===== src/rtl/xlat_pkg.sv =====
package xlat_pkg;

  localparam int SRC_W  = 16;
  localparam int WORD_W = 32;

  // Supported source opcodes
  localparam logic [7:0] SRC_ADD = 8'h01;
  localparam logic [7:0] SRC_SUB = 8'h29;
  localparam logic [7:0] SRC_AND = 8'h21;
  localparam logic [7:0] SRC_OR  = 8'h09;
  localparam logic [7:0] SRC_XOR = 8'h31;
  localparam logic [7:0] SRC_MOV = 8'h89;

  localparam logic [1:0] MODE_REG    = 2'b11;
  localparam logic [3:0] COND_ALWAYS = 4'hE;
  localparam logic [WORD_W-1:0] WORD_NOP = 32'hE1A00000;

  typedef enum logic [3:0] {
    DP_AND = 4'h0,
    DP_EOR = 4'h1,
    DP_SUB = 4'h2,
    DP_ADD = 4'h4,
    DP_ORR = 4'hC,
    DP_MOV = 4'hD
  } dp_op_e;

  // States are grouped by addressing mode, not by operation
  typedef enum logic [1:0] {
    ST_FETCH  = 2'd0,
    ST_ALU_RR = 2'd1,
    ST_MOV_RR = 2'd2,
    ST_BAD    = 2'd3
  } xlat_state_e;

  typedef struct packed {
    logic [7:0] opcode;
    logic [1:0] mode;
    logic [2:0] reg_f;
    logic [2:0] rm_f;
  } src_insn_t;

  function automatic logic [WORD_W-1:0] dp_word(dp_op_e op, logic [3:0] rn,
                                                logic [3:0] rd, logic [3:0] rm);
    return {COND_ALWAYS, 2'b00, 1'b0, op, 1'b0, rn, rd, 8'h00, rm};
  endfunction

  function automatic logic [3:0] widen_reg(logic [2:0] r);
    return {1'b0, r};
  endfunction

endpackage


===== src/rtl/xlat_pair_fifo.sv =====
module xlat_pair_fifo #(
  parameter int DATA_W = 16,
  parameter int ADDR_W = 32,
  parameter int DEPTH  = 4
) (
  input  logic              clk,
  input  logic              rst_n,
  input  logic              push,
  input  logic [DATA_W-1:0] push_data,
  input  logic [ADDR_W-1:0] push_addr,
  input  logic              pop,
  output logic [DATA_W-1:0] head_data,
  output logic [ADDR_W-1:0] head_addr,
  output logic              full,
  output logic              empty
);
  // DEPTH must be a power of two
  localparam int PTR_W = (DEPTH > 1) ? $clog2(DEPTH) : 1;

  logic [DATA_W-1:0] data_mem [DEPTH];
  logic [ADDR_W-1:0] addr_mem [DEPTH];
  logic [PTR_W:0]    wr_ptr, rd_ptr;
  logic [PTR_W-1:0]  wr_idx, rd_idx;

  assign wr_idx = wr_ptr[PTR_W-1:0];
  assign rd_idx = rd_ptr[PTR_W-1:0];
  assign empty  = (wr_ptr == rd_ptr);
  assign full   = (wr_ptr[PTR_W] != rd_ptr[PTR_W]) && (wr_idx == rd_idx);

  assign head_data = data_mem[rd_idx];
  assign head_addr = addr_mem[rd_idx];

  // Instruction and address are written together into their two memories
  always_ff @(posedge clk) begin
    if (push) begin
      data_mem[wr_idx] <= push_data;
      addr_mem[wr_idx] <= push_addr;
    end
  end

  always_ff @(posedge clk or negedge rst_n) begin
    if (!rst_n) begin
      wr_ptr <= '0;
      rd_ptr <= '0;
    end else begin
      if (push) wr_ptr <= wr_ptr + 1'b1;
      if (pop)  rd_ptr <= rd_ptr + 1'b1;
    end
  end

  p_no_overflow_r10: assert property (@(posedge clk) disable iff (!rst_n)
    push |-> !full)
    else $error("push into full pair fifo");

  p_no_underflow_r9: assert property (@(posedge clk) disable iff (!rst_n)
    pop |-> !empty)
    else $error("pop from empty pair fifo");

endmodule


===== src/rtl/xlat_classify.sv =====
module xlat_classify
  import xlat_pkg::*;
(
  input  src_insn_t   insn,
  output xlat_state_e cls
);
  always_comb begin
    if (insn.mode != MODE_REG) begin
      cls = ST_BAD;
    end else begin
      unique case (insn.opcode)
        SRC_ADD, SRC_SUB, SRC_AND, SRC_OR, SRC_XOR: cls = ST_ALU_RR;
        SRC_MOV:                                    cls = ST_MOV_RR;
        default:                                    cls = ST_BAD;
      endcase
    end
  end
endmodule


===== src/rtl/xlat_decoder.sv =====
module xlat_decoder
  import xlat_pkg::*;
#(
  parameter int ADDR_W = 32
) (
  input  logic              clk,
  input  logic              rst_n,
  input  logic              start,
  input  logic [ADDR_W-1:0] dst_base,
  input  logic              in_empty,
  input  logic [SRC_W-1:0]  in_insn,
  input  logic [ADDR_W-1:0] in_addr,
  output logic              in_pop,
  input  logic              out_full,
  output logic              out_push,
  output logic [WORD_W-1:0] out_word,
  output logic [ADDR_W-1:0] out_addr,
  output logic              err_flag,
  output logic [ADDR_W-1:0] err_addr
);
  xlat_state_e       state, state_nx, head_cls;
  src_insn_t         cur;
  logic [ADDR_W-1:0] cur_src;
  logic [ADDR_W-1:0] dst_q;

  xlat_classify u_classify (
    .insn (src_insn_t'(in_insn)),
    .cls  (head_cls)
  );

  // Opcode map used only inside the shared register-arithmetic state
  function automatic dp_op_e alu_map(logic [7:0] opc);
    case (opc)
      SRC_ADD: return DP_ADD;
      SRC_SUB: return DP_SUB;
      SRC_OR:  return DP_ORR;
      SRC_XOR: return DP_EOR;
      default: return DP_AND;
    endcase
  endfunction

  always_comb begin
    state_nx = state;
    in_pop   = 1'b0;
    out_push = 1'b0;
    out_word = WORD_NOP;
    unique case (state)
      ST_FETCH: begin
        if (!in_empty) begin
          in_pop   = 1'b1;
          state_nx = head_cls;
        end
      end
      ST_ALU_RR: begin
        out_word = dp_word(alu_map(cur.opcode), widen_reg(cur.rm_f),
                           widen_reg(cur.rm_f), widen_reg(cur.reg_f));
        out_push = !out_full;
      end
      ST_MOV_RR: begin
        out_word = dp_word(DP_MOV, 4'h0, widen_reg(cur.rm_f), widen_reg(cur.reg_f));
        out_push = !out_full;
      end
      ST_BAD: begin
        out_word = WORD_NOP;
        out_push = !out_full;
      end
      default: state_nx = ST_FETCH;
    endcase
    if (out_push) state_nx = ST_FETCH;
  end

  always_ff @(posedge clk or negedge rst_n) begin
    if (!rst_n) begin
      state    <= ST_FETCH;
      cur      <= '0;
      cur_src  <= '0;
      dst_q    <= '0;
      err_flag <= 1'b0;
      err_addr <= '0;
    end else begin
      state <= state_nx;
      if (in_pop) begin
        cur     <= src_insn_t'(in_insn);
        cur_src <= in_addr;
      end
      if (start) begin
        dst_q    <= dst_base;
        err_flag <= 1'b0;
        err_addr <= '0;
      end else if (out_push) begin
        dst_q <= dst_q + ADDR_W'(4);
        if (state == ST_BAD && !err_flag) begin
          err_flag <= 1'b1;
          err_addr <= cur_src;
        end
      end
    end
  end

  assign out_addr = dst_q;

  p_addr_step_r8: assert property (@(posedge clk) disable iff (!rst_n)
    (out_push && !start) |=> (out_addr == $past(out_addr) + ADDR_W'(4)))
    else $error("destination address did not advance by 4");

  p_start_load_r8: assert property (@(posedge clk) disable iff (!rst_n)
    start |=> (out_addr == $past(dst_base)) && !err_flag)
    else $error("start did not load base or clear error");

  p_err_sticky_r7: assert property (@(posedge clk) disable iff (!rst_n)
    (err_flag && !start) |=> (err_flag && $stable(err_addr)))
    else $error("error flag or address changed without start");

  p_push_not_fetch_r9: assert property (@(posedge clk) disable iff (!rst_n)
    in_pop |=> !in_pop)
    else $error("two instructions popped back to back");

endmodule


===== src/rtl/insn_xlat_top.sv =====
module insn_xlat_top
  import xlat_pkg::*;
#(
  parameter int ADDR_W    = 32,
  parameter int IN_DEPTH  = 4,
  parameter int OUT_DEPTH = 4
) (
  input  logic              clk,
  input  logic              rst_n,
  input  logic              start,
  input  logic [ADDR_W-1:0] dst_base,
  input  logic              in_valid,
  output logic              in_ready,
  input  logic [15:0]       in_insn,
  input  logic [ADDR_W-1:0] in_addr,
  output logic              out_valid,
  input  logic              out_ready,
  output logic [31:0]       out_word,
  output logic [ADDR_W-1:0] out_addr,
  output logic              err_flag,
  output logic [ADDR_W-1:0] err_addr
);
  logic              in_full, in_empty, dec_pop;
  logic [SRC_W-1:0]  head_insn;
  logic [ADDR_W-1:0] head_addr;
  logic              out_full, out_empty, dec_push;
  logic [WORD_W-1:0] dec_word;
  logic [ADDR_W-1:0] dec_addr;

  assign in_ready  = !in_full;
  assign out_valid = !out_empty;

  xlat_pair_fifo #(.DATA_W(SRC_W), .ADDR_W(ADDR_W), .DEPTH(IN_DEPTH)) u_in_fifo (
    .clk       (clk),
    .rst_n     (rst_n),
    .push      (in_valid && in_ready),
    .push_data (in_insn),
    .push_addr (in_addr),
    .pop       (dec_pop),
    .head_data (head_insn),
    .head_addr (head_addr),
    .full      (in_full),
    .empty     (in_empty)
  );

  xlat_decoder #(.ADDR_W(ADDR_W)) u_decoder (
    .clk      (clk),
    .rst_n    (rst_n),
    .start    (start),
    .dst_base (dst_base),
    .in_empty (in_empty),
    .in_insn  (head_insn),
    .in_addr  (head_addr),
    .in_pop   (dec_pop),
    .out_full (out_full),
    .out_push (dec_push),
    .out_word (dec_word),
    .out_addr (dec_addr),
    .err_flag (err_flag),
    .err_addr (err_addr)
  );

  xlat_pair_fifo #(.DATA_W(WORD_W), .ADDR_W(ADDR_W), .DEPTH(OUT_DEPTH)) u_out_fifo (
    .clk       (clk),
    .rst_n     (rst_n),
    .push      (dec_push),
    .push_data (dec_word),
    .push_addr (dec_addr),
    .pop       (out_valid && out_ready),
    .head_data (out_word),
    .head_addr (out_addr),
    .full      (out_full),
    .empty     (out_empty)
  );

  p_hold_r10: assert property (@(posedge clk) disable iff (!rst_n)
    (out_valid && !out_ready) |=> (out_valid && $stable(out_word) && $stable(out_addr)))
    else $error("output changed while stalled");

  p_cond_field_r2: assert property (@(posedge clk) disable iff (!rst_n)
    out_valid |-> (out_word[31:28] == COND_ALWAYS))
    else $error("condition field is not always-execute");

  p_reg_hi_zero_r4: assert property (@(posedge clk) disable iff (!rst_n)
    out_valid |-> (out_word[19] == 1'b0 && out_word[15] == 1'b0 && out_word[3] == 1'b0))
    else $error("register field bit 3 set");

endmodule


===== config.mk =====
export PLATFORM = sky130hd
export DESIGN_NAME = insn_xlat_top
export DESIGN_NICKNAME = d
export VERILOG_FILES = /design/src/rtl/xlat_pkg.sv /design/src/rtl/xlat_pair_fifo.sv /design/src/rtl/xlat_classify.sv /design/src/rtl/xlat_decoder.sv /design/src/rtl/insn_xlat_top.sv
export SDC_FILE = /design/constraint.sdc
export NUM_CORES = 1
export LEC_CHECK = 0
export BUFFER_PORTS_ARGS = -buffer_cell sky130_fd_sc_hd__buf_2
export CORE_MARGIN = 1.5
export CORE_UTILIZATION = 58
export CTS_CLUSTER_SIZE = 28
export DETAILED_ROUTE_END_ITERATION = 6
export GPL_TIMING_DRIVEN = 0
export PLACE_DENSITY_LB_ADDON = 0.3
export SLEW_MARGIN = 5
export SYNTH_ARGS = -nofsm -noshare
export SYNTH_HDL_FRONTEND = slang
export SYNTH_HIERARCHICAL = 1
export SYNTH_SLANG_ARGS = --single-unit

===== constraint.sdc =====
create_clock -name clk -period 4.3 [get_ports clk]
set_clock_uncertainty 0.2 [all_clocks]
set_input_delay 0.215 -clock clk [delete_from_list [all_inputs] [get_ports clk]]
set_output_delay 0.215 -clock clk [all_outputs]
set_load 0.02 [all_outputs]

==> metrics, run 1 <==
result of the run completed; sequential element share of the synthesized area 0.7455; startpoint-to-endpoint class of the critical path reg -> reg; number of I/O pins about 180; start point of the worst min-delay path start; most repeated cell in the gate-level netlist after synthesis sky130_fd_sc_hd__edfxtp_1; Wirelength per Cell between 20 and 25 µm; number of buffers on the longest clock path 3; die footprint roughly 40000 µm²; H-Tree Level Count 2; First DRT Iteration DRCs 641; post-placement cell count 1884; CTS tree done; number of cells on the worst reg-to-reg path 6; via-per-instance ratio about 5.6; final count of negative-setup-slack endpoints 0; leakage power of the design 9.639 nW; worst min path class in -> reg; synthesized instance count approximately 1.2k; commonest cells in the netlist sky130_fd_sc_hd__edfxtp_1 (448), sky130_fd_sc_hd__dfrtp_1 (125), sky130_fd_sc_hd__mux4_2 (112); met2 layer usage reported by global route 0.3952; data required time at the worst endpoint about 4.4 ns; post-route clock period utilization 0.8210; fill cell count 2331; TritonCTS Buffers between 50 and 60; via count of the first global-routing pass between 10k and 15k; sink count of the clock tree around 570; total congestion overflow after global routing 0; first-pass detailed-route iteration total 7; power density relative to cell area 719.2 nW/µm²; instance count along the most critical hold path 3; main area contributors after synthesis sky130_fd_sc_hd__edfxtp_1 (60%), sky130_fd_sc_hd__dfrtp_1 (14%), sky130_fd_sc_hd__mux4_2 (11%); area of the mapped netlist roughly 22000 µm²; number of synthesized flops with an enable pin around 450; largest net degree at the start of global routing 65; Vert. Die Dim 198.8 µm; clock root buffer sky130_fd_sc_hd__clkbuf_16; max capacitance violation total 0; routed wire length around 44000 µm; cell type with the highest aggregate area in the netlist sky130_fd_sc_hd__edfxtp_1; share of layout cells above drive strength 1 0.3097; measured slew at the worst slew-check pin roughly 1.2 ns; number of buffers inserted by post-CTS setup repair 0; met3 capacity usage during global routing 0.04713; Worst-path clk slew 0.06 ns; capture instance of the worst register-to-register path u_out_fifo/addr_mem[2][29]$_DFFE_PP_; most crowded layer after global routing met2; prevailing post-synth register cell sky130_fd_sc_hd__edfxtp_1; met1 track demand over resource in global routing 0.3041; post-route cell area between 20000 and 30000 µm²; Area Overhead vs Synth 19.92%; Yosys top cell area share 0.6048; final std cells w/o fill approximately 2.1k; number of distinct standard cells referenced by the synthesized netlist around 50; maximum fanout along the worst path 33; Post-route DRC 0; Synth warnings 6; setup repair after global routing missed its margin false; count of nets left with antenna violations after detail routing 0; gr usage total 0.2300; horizontal die dimension between 150 and 200 µm; final hold viol count 0; source-to-sink clock delay at the later pin of the worst-skew pair 0.59 ns; Slew HR 0.1920; Slew Viols, Final 0; count of nets after finishing about 1.6k; worst endpoint data arrival time between 3 and 4 ns; first-pass GRT wire length between 60000 and 70000 µm; Placement Cell Area ~24000 µm²; overall via count from detail_route approximately 12k; minimum hold slack approximately 0.14 ns; reg2reg start u_out_fifo/rd_ptr[0]$_DFFE_PN0P_; fraction of registers with async set/reset 0.2182; Yosys reg bits 573; Port Buffer Count approximately 180; Final Wtd Congestion approximately 0.79; worst setup slack for register-to-register paths 0.77 ns; post-synthesis area per instance 19.04 µm²; floorplan row count 71; achievable clock frequency roughly 280 MHz; antenna violations before repair 1; total half-perimeter wirelength after legalization and detailed placement between 20000 and 30000 µm; Placeable Area around 38000 µm²; post-CTS resize count 0; Initial Util 0.5905; Worst Setup End Kind flip-flop; final critical-path required period around 3.5 ns; crit path launch type flip-flop; IR Drop Worst-Case VDD 0.4302 mV; worst hold path endpoint u_decoder/out_addr[0]$_DFFE_PN0P_
layout by cell type (no fill, tap or decap), types with 19 or more instances in the layout:
cell type / count
sky130_fd_sc_hd__dlygate4sd3_1: 89
sky130_fd_sc_hd__a21oi_1: 36
sky130_fd_sc_hd__conb_1: 19
sky130_fd_sc_hd__mux2_2: 49
sky130_fd_sc_hd__buf_2: 193
sky130_fd_sc_hd__clkbuf_1: 47
sky130_fd_sc_hd__mux4_2: 112
sky130_fd_sc_hd__buf_4: 20
sky130_fd_sc_hd__nor2_1: 26
sky130_fd_sc_hd__dfrtp_1: 125
sky130_fd_sc_hd__nand2_1: 97
sky130_fd_sc_hd__clkbuf_16: 57
sky130_fd_sc_hd__edfxtp_1: 448
through the flow:
stage	utilization	setup WS [ns]	total power, mW	setup TNS, ns
after floorplan	-	0.5346	12.69	0
after global placement	0.6335	-1.132	14.47	-301.39
after detailed placement	0.6375	0.6716	14.67	0
after CTS	0.7081	0.6656	19.39	0
after global routing	0.7081	0.5324	20.08	0
final	0.7082	0.7696	19.18	0
logic make-up (layout without fill, tap and decap cells):
| family | count (synthesis) | after routing | share of synthesized area |
|---|---|---|---|
| and+or+nand+nor | 212 | 212 | 0.04838 |
| muxes | 162 | 162 | 0.1387 |
| AOI/OAI and AO/OA | 91 | 91 | 0.02408 |
| other | 2 | 20 | 0.0003376 |
| buffers and inverters | 89 | 470 | 0.02503 |
| adders and majority gates | 16 | 16 | 0.009000 |
| xor gates and xnor gates | 23 | 23 | 0.009057 |
| DFF | 573 | 573 | 0.7455 |
state kept, by name, indices dropped and copies added (netlist names):
name / cells
u_out_fifo/addr_mem: 128
u_decoder/err_flag: 1
u_in_fifo/data_mem: 64
u_out_fifo/wr_ptr: 3
u_out_fifo/data_mem: 128
u_decoder/cur: 14
u_in_fifo/addr_mem: 128
u_decoder/out_addr: 32
u_in_fifo/rd_ptr: 3
u_decoder/err_addr: 32
u_decoder/cur_src: 32
u_in_fifo/wr_ptr: 3
u_decoder/state: 2
u_out_fifo/rd_ptr: 3
worst max-delay path: stages (launching register included):
cell and delay (ns):
sky130_fd_sc_hd__dfrtp_1 0.43, sky130_fd_sc_hd__buf_2 0.38, sky130_fd_sc_hd__xor2_1 0.22, sky130_fd_sc_hd__nor3_1 0.15, sky130_fd_sc_hd__nor2_1 0.84, sky130_fd_sc_hd__and2_4 0.66, sky130_fd_sc_hd__buf_12 0.30
worst max-delay path by stage:
stage               cells past startpoint                              endpoint                              from
floorplan                               5   u_out_fifo/addr_mem[3][0]$_DFFE_PP_  u_out_fifo/rd_ptr[0]$_DFFE_PN0P_
global placement                        5   u_out_fifo/data_mem[3][9]$_DFFE_PP_  u_out_fifo/rd_ptr[0]$_DFFE_PN0P_
detailed placement                      6   u_out_fifo/data_mem[2][9]$_DFFE_PP_  u_out_fifo/rd_ptr[0]$_DFFE_PN0P_
CTS                                     6   u_out_fifo/data_mem[2][9]$_DFFE_PP_  u_out_fifo/rd_ptr[0]$_DFFE_PN0P_
global route                            6   u_out_fifo/data_mem[2][7]$_DFFE_PP_  u_out_fifo/rd_ptr[0]$_DFFE_PN0P_
finish                                  6  u_out_fifo/addr_mem[2][29]$_DFFE_PP_  u_out_fifo/rd_ptr[0]$_DFFE_PN0P_
power breakdown:
| part | leakage [nW] | internal, mW | total [mW] | switching [mW] |
|---|---|---|---|---|
| clock | 0.848 | 2.68 | 4.63 | 1.95 |
| sequential | 5.64 | 7.81 | 8.35 | 0.534 |
| combinational | 3.15 | 2.70 | 6.21 | 3.50 |
| total | 9.64 | 13.2 | 19.2 | 5.99 |
routing by layer:
metal | wire length [µm] | share of wire
met5 | 0 | 0
met4 | 711 | 0.016
met3 | 2480 | 0.057
met2 | 22800 | 0.52
met1 | 17910 | 0.41
cell type report:
class	count	area [µm²]	area share
timing repair buffer	278	1956	0.07332
clock buffer	79	1549	0.05807
inverter	17	63.81	0.002392
buffer	72	493.0	0.01848
sequential	573	16580	0.6216
tap	511	639.4	0.02397
clock inverter	24	201.4	0.007552
multi-input combinational	523	5189	0.1945
antenna	1	2.502	0.00009381
what timing repair did:
| action | 4_1_cts | 5_1_grt |
|---|---|---|
| hold buffers | 90 | 0 |
| hold endpoints to repair | 354 | 0 |
| endpoints found under the setup margin | 0 | 0 |
Power figures use the tool's default switching activity.
==> inputs of run 2 (changes only) <==
--- a/config.mk
+++ b/config.mk
@@ -7,7 +7,7 @@
 export LEC_CHECK = 0
 export BUFFER_PORTS_ARGS = -buffer_cell sky130_fd_sc_hd__buf_2
 export CORE_MARGIN = 1.5
-export CORE_UTILIZATION = 58
+export CORE_UTILIZATION = 54
 export CTS_CLUSTER_SIZE = 28
 export DETAILED_ROUTE_END_ITERATION = 6
 export GPL_TIMING_DRIVEN = 0
==> constraint.sdc (replaced) <==
create_clock -name clk -period 3.2 [get_ports clk]
set_clock_uncertainty 0.2 [all_clocks]
set_input_delay 0.16 -clock clk [delete_from_list [all_inputs] [get_ports clk]]
set_output_delay 0.16 -clock clk [all_outputs]
set_load 0.02 [all_outputs]
==> metrics, run 2 (synthesized netlist as in run 1, its figures left out) <==
cell type with the highest occurrence count on the critical path sky130_fd_sc_hd__buf_6; capture instance of the worst register-to-register path u_decoder/out_addr[29]$_DFFE_PN0P_; gr usage total 0.2162; antenna violations before repair 1; largest net degree at the start of global routing 66; IR Drop Worst-Case VDD slightly below 0.7 mV; maximum fanout along the worst path 19; fill cell count about 2.8k; count of nets after finishing 1623; post-route clock period utilization 0.9711; Slew Viols, Final 0; number of cells on the worst reg-to-reg path 8; final count of negative-setup-slack endpoints 0; Stages on worst setup path 8; floorplan row count 74; final critical-path required period slightly above 3 ns; most common library cell in the layout ignoring fill and taps sky130_fd_sc_hd__edfxtp_1; Initial Util 0.5460; final hold viol count 0; First DRT Iteration DRCs between 600 and 700; critical path's largest stage delay 0.54 ns; achievable clock frequency 321.8 MHz; measured slew at the worst slew-check pin between 0.8 and 0.9 ns; Final Wtd Congestion about 0.83; Wirelength per Cell approximately 21 µm; total congestion overflow after global routing 0; registers with the highest flip-flop counts u_in_fifo/addr_mem x128, u_out_fifo/addr_mem x128, u_out_fifo/data_mem x128; worst-case setup margin in the final layout around 0.09 ns; overall via count from detail_route about 12k; family with the most delay on the worst path simple AND/OR/NAND/NOR gates; startpoint-to-endpoint class of the critical path reg -> reg; number of buffers inserted by post-CTS setup repair 0; max capacitance violation total 0; Vert. Die Dim around 210 µm; crit path buf inv count 2; cell with the largest stage delay on the worst path sky130_fd_sc_hd__or4_4; data required time at the worst endpoint ~3.5 ns; post-placement cell count between 1.5k and 2k; horizontal die dimension between 200 and 250 µm; worst setup slack for register-to-register paths 0.09 ns; number of I/O pins ~180; Worst-path clk slew around 0.060 ns; clock root buffer sky130_fd_sc_hd__clkbuf_16; leakage power of the design just under 10 nW; crit path launch type flip-flop; final std cells w/o fill ~2.1k; Post-route DRC 0; number of buffers on the longest clock path 3; count of nets left with antenna violations after detail routing 0; via-per-instance ratio 5.580; power density relative to cell area 982.5 nW/µm²; H-Tree Level Count 2; Placeable Area around 41000 µm²; sink count of the clock tree roughly 570; routed wire length 44940 µm; CTS tree done; start point of the worst min-delay path in_addr[9]; Place WS -0.5306 ns; most frequent cells in the layout sky130_fd_sc_hd__edfxtp_1 (448), sky130_fd_sc_hd__buf_2 (191), sky130_fd_sc_hd__dfrtp_1 (124); series of cell instances along the critical path buf_6 > xor2_2 > nor3_4 > or3b_4 > or4_4 > buf_6 > or4_1 > a31oi_1; area occupied by registers 16580 µm²; result of the run completed; Slew HR 0.4635; worst min path class in -> reg; source-to-sink clock delay at the later pin of the worst-skew pair roughly 0.6 ns; die footprint between 40000 and 50000 µm²; Worst Setup End Kind flip-flop; share of layout cells above drive strength 1 0.3223; Port Buffer Count 183; total half-perimeter wirelength after legalization and detailed placement about 27000 µm; first-pass detailed-route iteration total 7; reg2reg start u_out_fifo/rd_ptr[1]$_DFFE_PN0P_; first-pass GRT wire length around 69000 µm; setup repair after global routing missed its margin false; Worst Setup SP u_out_fifo/rd_ptr[1]$_DFFE_PN0P_; TritonCTS Buffers 56; worst endpoint data arrival time 3.43 ns; via count of the first global-routing pass 12.38k; area of the multi-input gates 5253 µm²; endpoint of the worst setup timing path u_decoder/out_addr[29]$_DFFE_PN0P_; Area Overhead vs Synth 21.09%
run 2: cell count changes in the layout (fill, tap and decap cells not counted), sizes merged:
cell / change
clkbuf: -13
clkinv: +10
bufinv: +6
clkinvlp: -4
inv: +3
and2: +2
run 2: cell type report:
type,count,area share
inverter,17,0.002369
clock buffer,67,0.05509
tap,532,0.02471
buffer,71,0.01900
timing repair buffer,278,0.07233
antenna,1,0.00009291
multi-input combinational,525,0.1950
sequential,573,0.6156
clock inverter,39,0.01575
run 2: where the power goes:
group | total (mW) | internal [mW] | switching [mW] | leakage (nW)
sequential | 11.2 | 10.5 | 0.722 | 5.64
combinational | 8.50 | 3.68 | 4.82 | 3.19
clock | 6.74 | 4.03 | 2.71 | 0.945
total | 26.5 | 18.2 | 8.25 | 9.77
run 2: worst min path at each step:
stage | cells past startpoint | slack (ns) | endpoint
floorplan | 0 | -0.34 | u_decoder/cur[0]$_DFFE_PN0P_
global placement | 1 | 0.17 | u_in_fifo/addr_mem[0][3]$_DFFE_PP_
detailed placement | 1 | -0.004 | u_decoder/out_addr[0]$_DFFE_PN0P_
CTS | 2 | 0.07 | u_in_fifo/addr_mem[2][12]$_DFFE_PP_
global route | 2 | 0.10 | u_in_fifo/addr_mem[0][7]$_DFFE_PP_
finish | 2 | 0.11 | u_in_fifo/addr_mem[3][9]$_DFFE_PP_
run 2: per-layer routing:
| metal | GRT usage | routed length, µm |
|---|---|---|
| met2 | 0.3764 | 23180 |
| met3 | 0.03469 | 2621 |
| met1 | 0.2833 | 18300 |
| met5 | 0 | 0 |
| met4 | 0.06082 | 839 |
run 2: worst register-to-register path, cell delays in order (launching register included):
cell                      delay [ns]
sky130_fd_sc_hd__dfrtp_1        0.44
sky130_fd_sc_hd__buf_6          0.19
sky130_fd_sc_hd__xor2_2         0.24
sky130_fd_sc_hd__nor3_4         0.12
sky130_fd_sc_hd__or3b_4         0.45
sky130_fd_sc_hd__or4_4          0.54
sky130_fd_sc_hd__buf_6          0.19
sky130_fd_sc_hd__or4_1          0.49
sky130_fd_sc_hd__a31oi_1        0.17
run 2: per-stage QoR:
stage | TNS, ns | area (µm²) | hold WS (ns) | power (mW) | utilization
3_3_place_gp | -565.16 | 23890 | 0.1694 | 19.44 | 0.5865
6_report | 0 | 26930 | 0.1142 | 26.46 | 0.6611
3_5_place_dp | -114.02 | 24020 | -0.003817 | 19.75 | 0.5897
5_1_grt | 0 | 26930 | 0.1042 | 27.76 | 0.6611
2_1_floorplan | 0 | 22310 | -0.3356 | 17.02 | -
4_1_cts | 0 | 26870 | 0.07456 | 26.68 | 0.6596
run 2: what timing repair did:
action | 4_1_cts | 5_1_grt
resized for setup | 9 | 14
endpoints found under the setup margin | 316 | 383
hold endpoints to repair | 354 | 0
hold buffers | 90 | 0
cloned | 0 | 2
pin swaps | 0 | 3
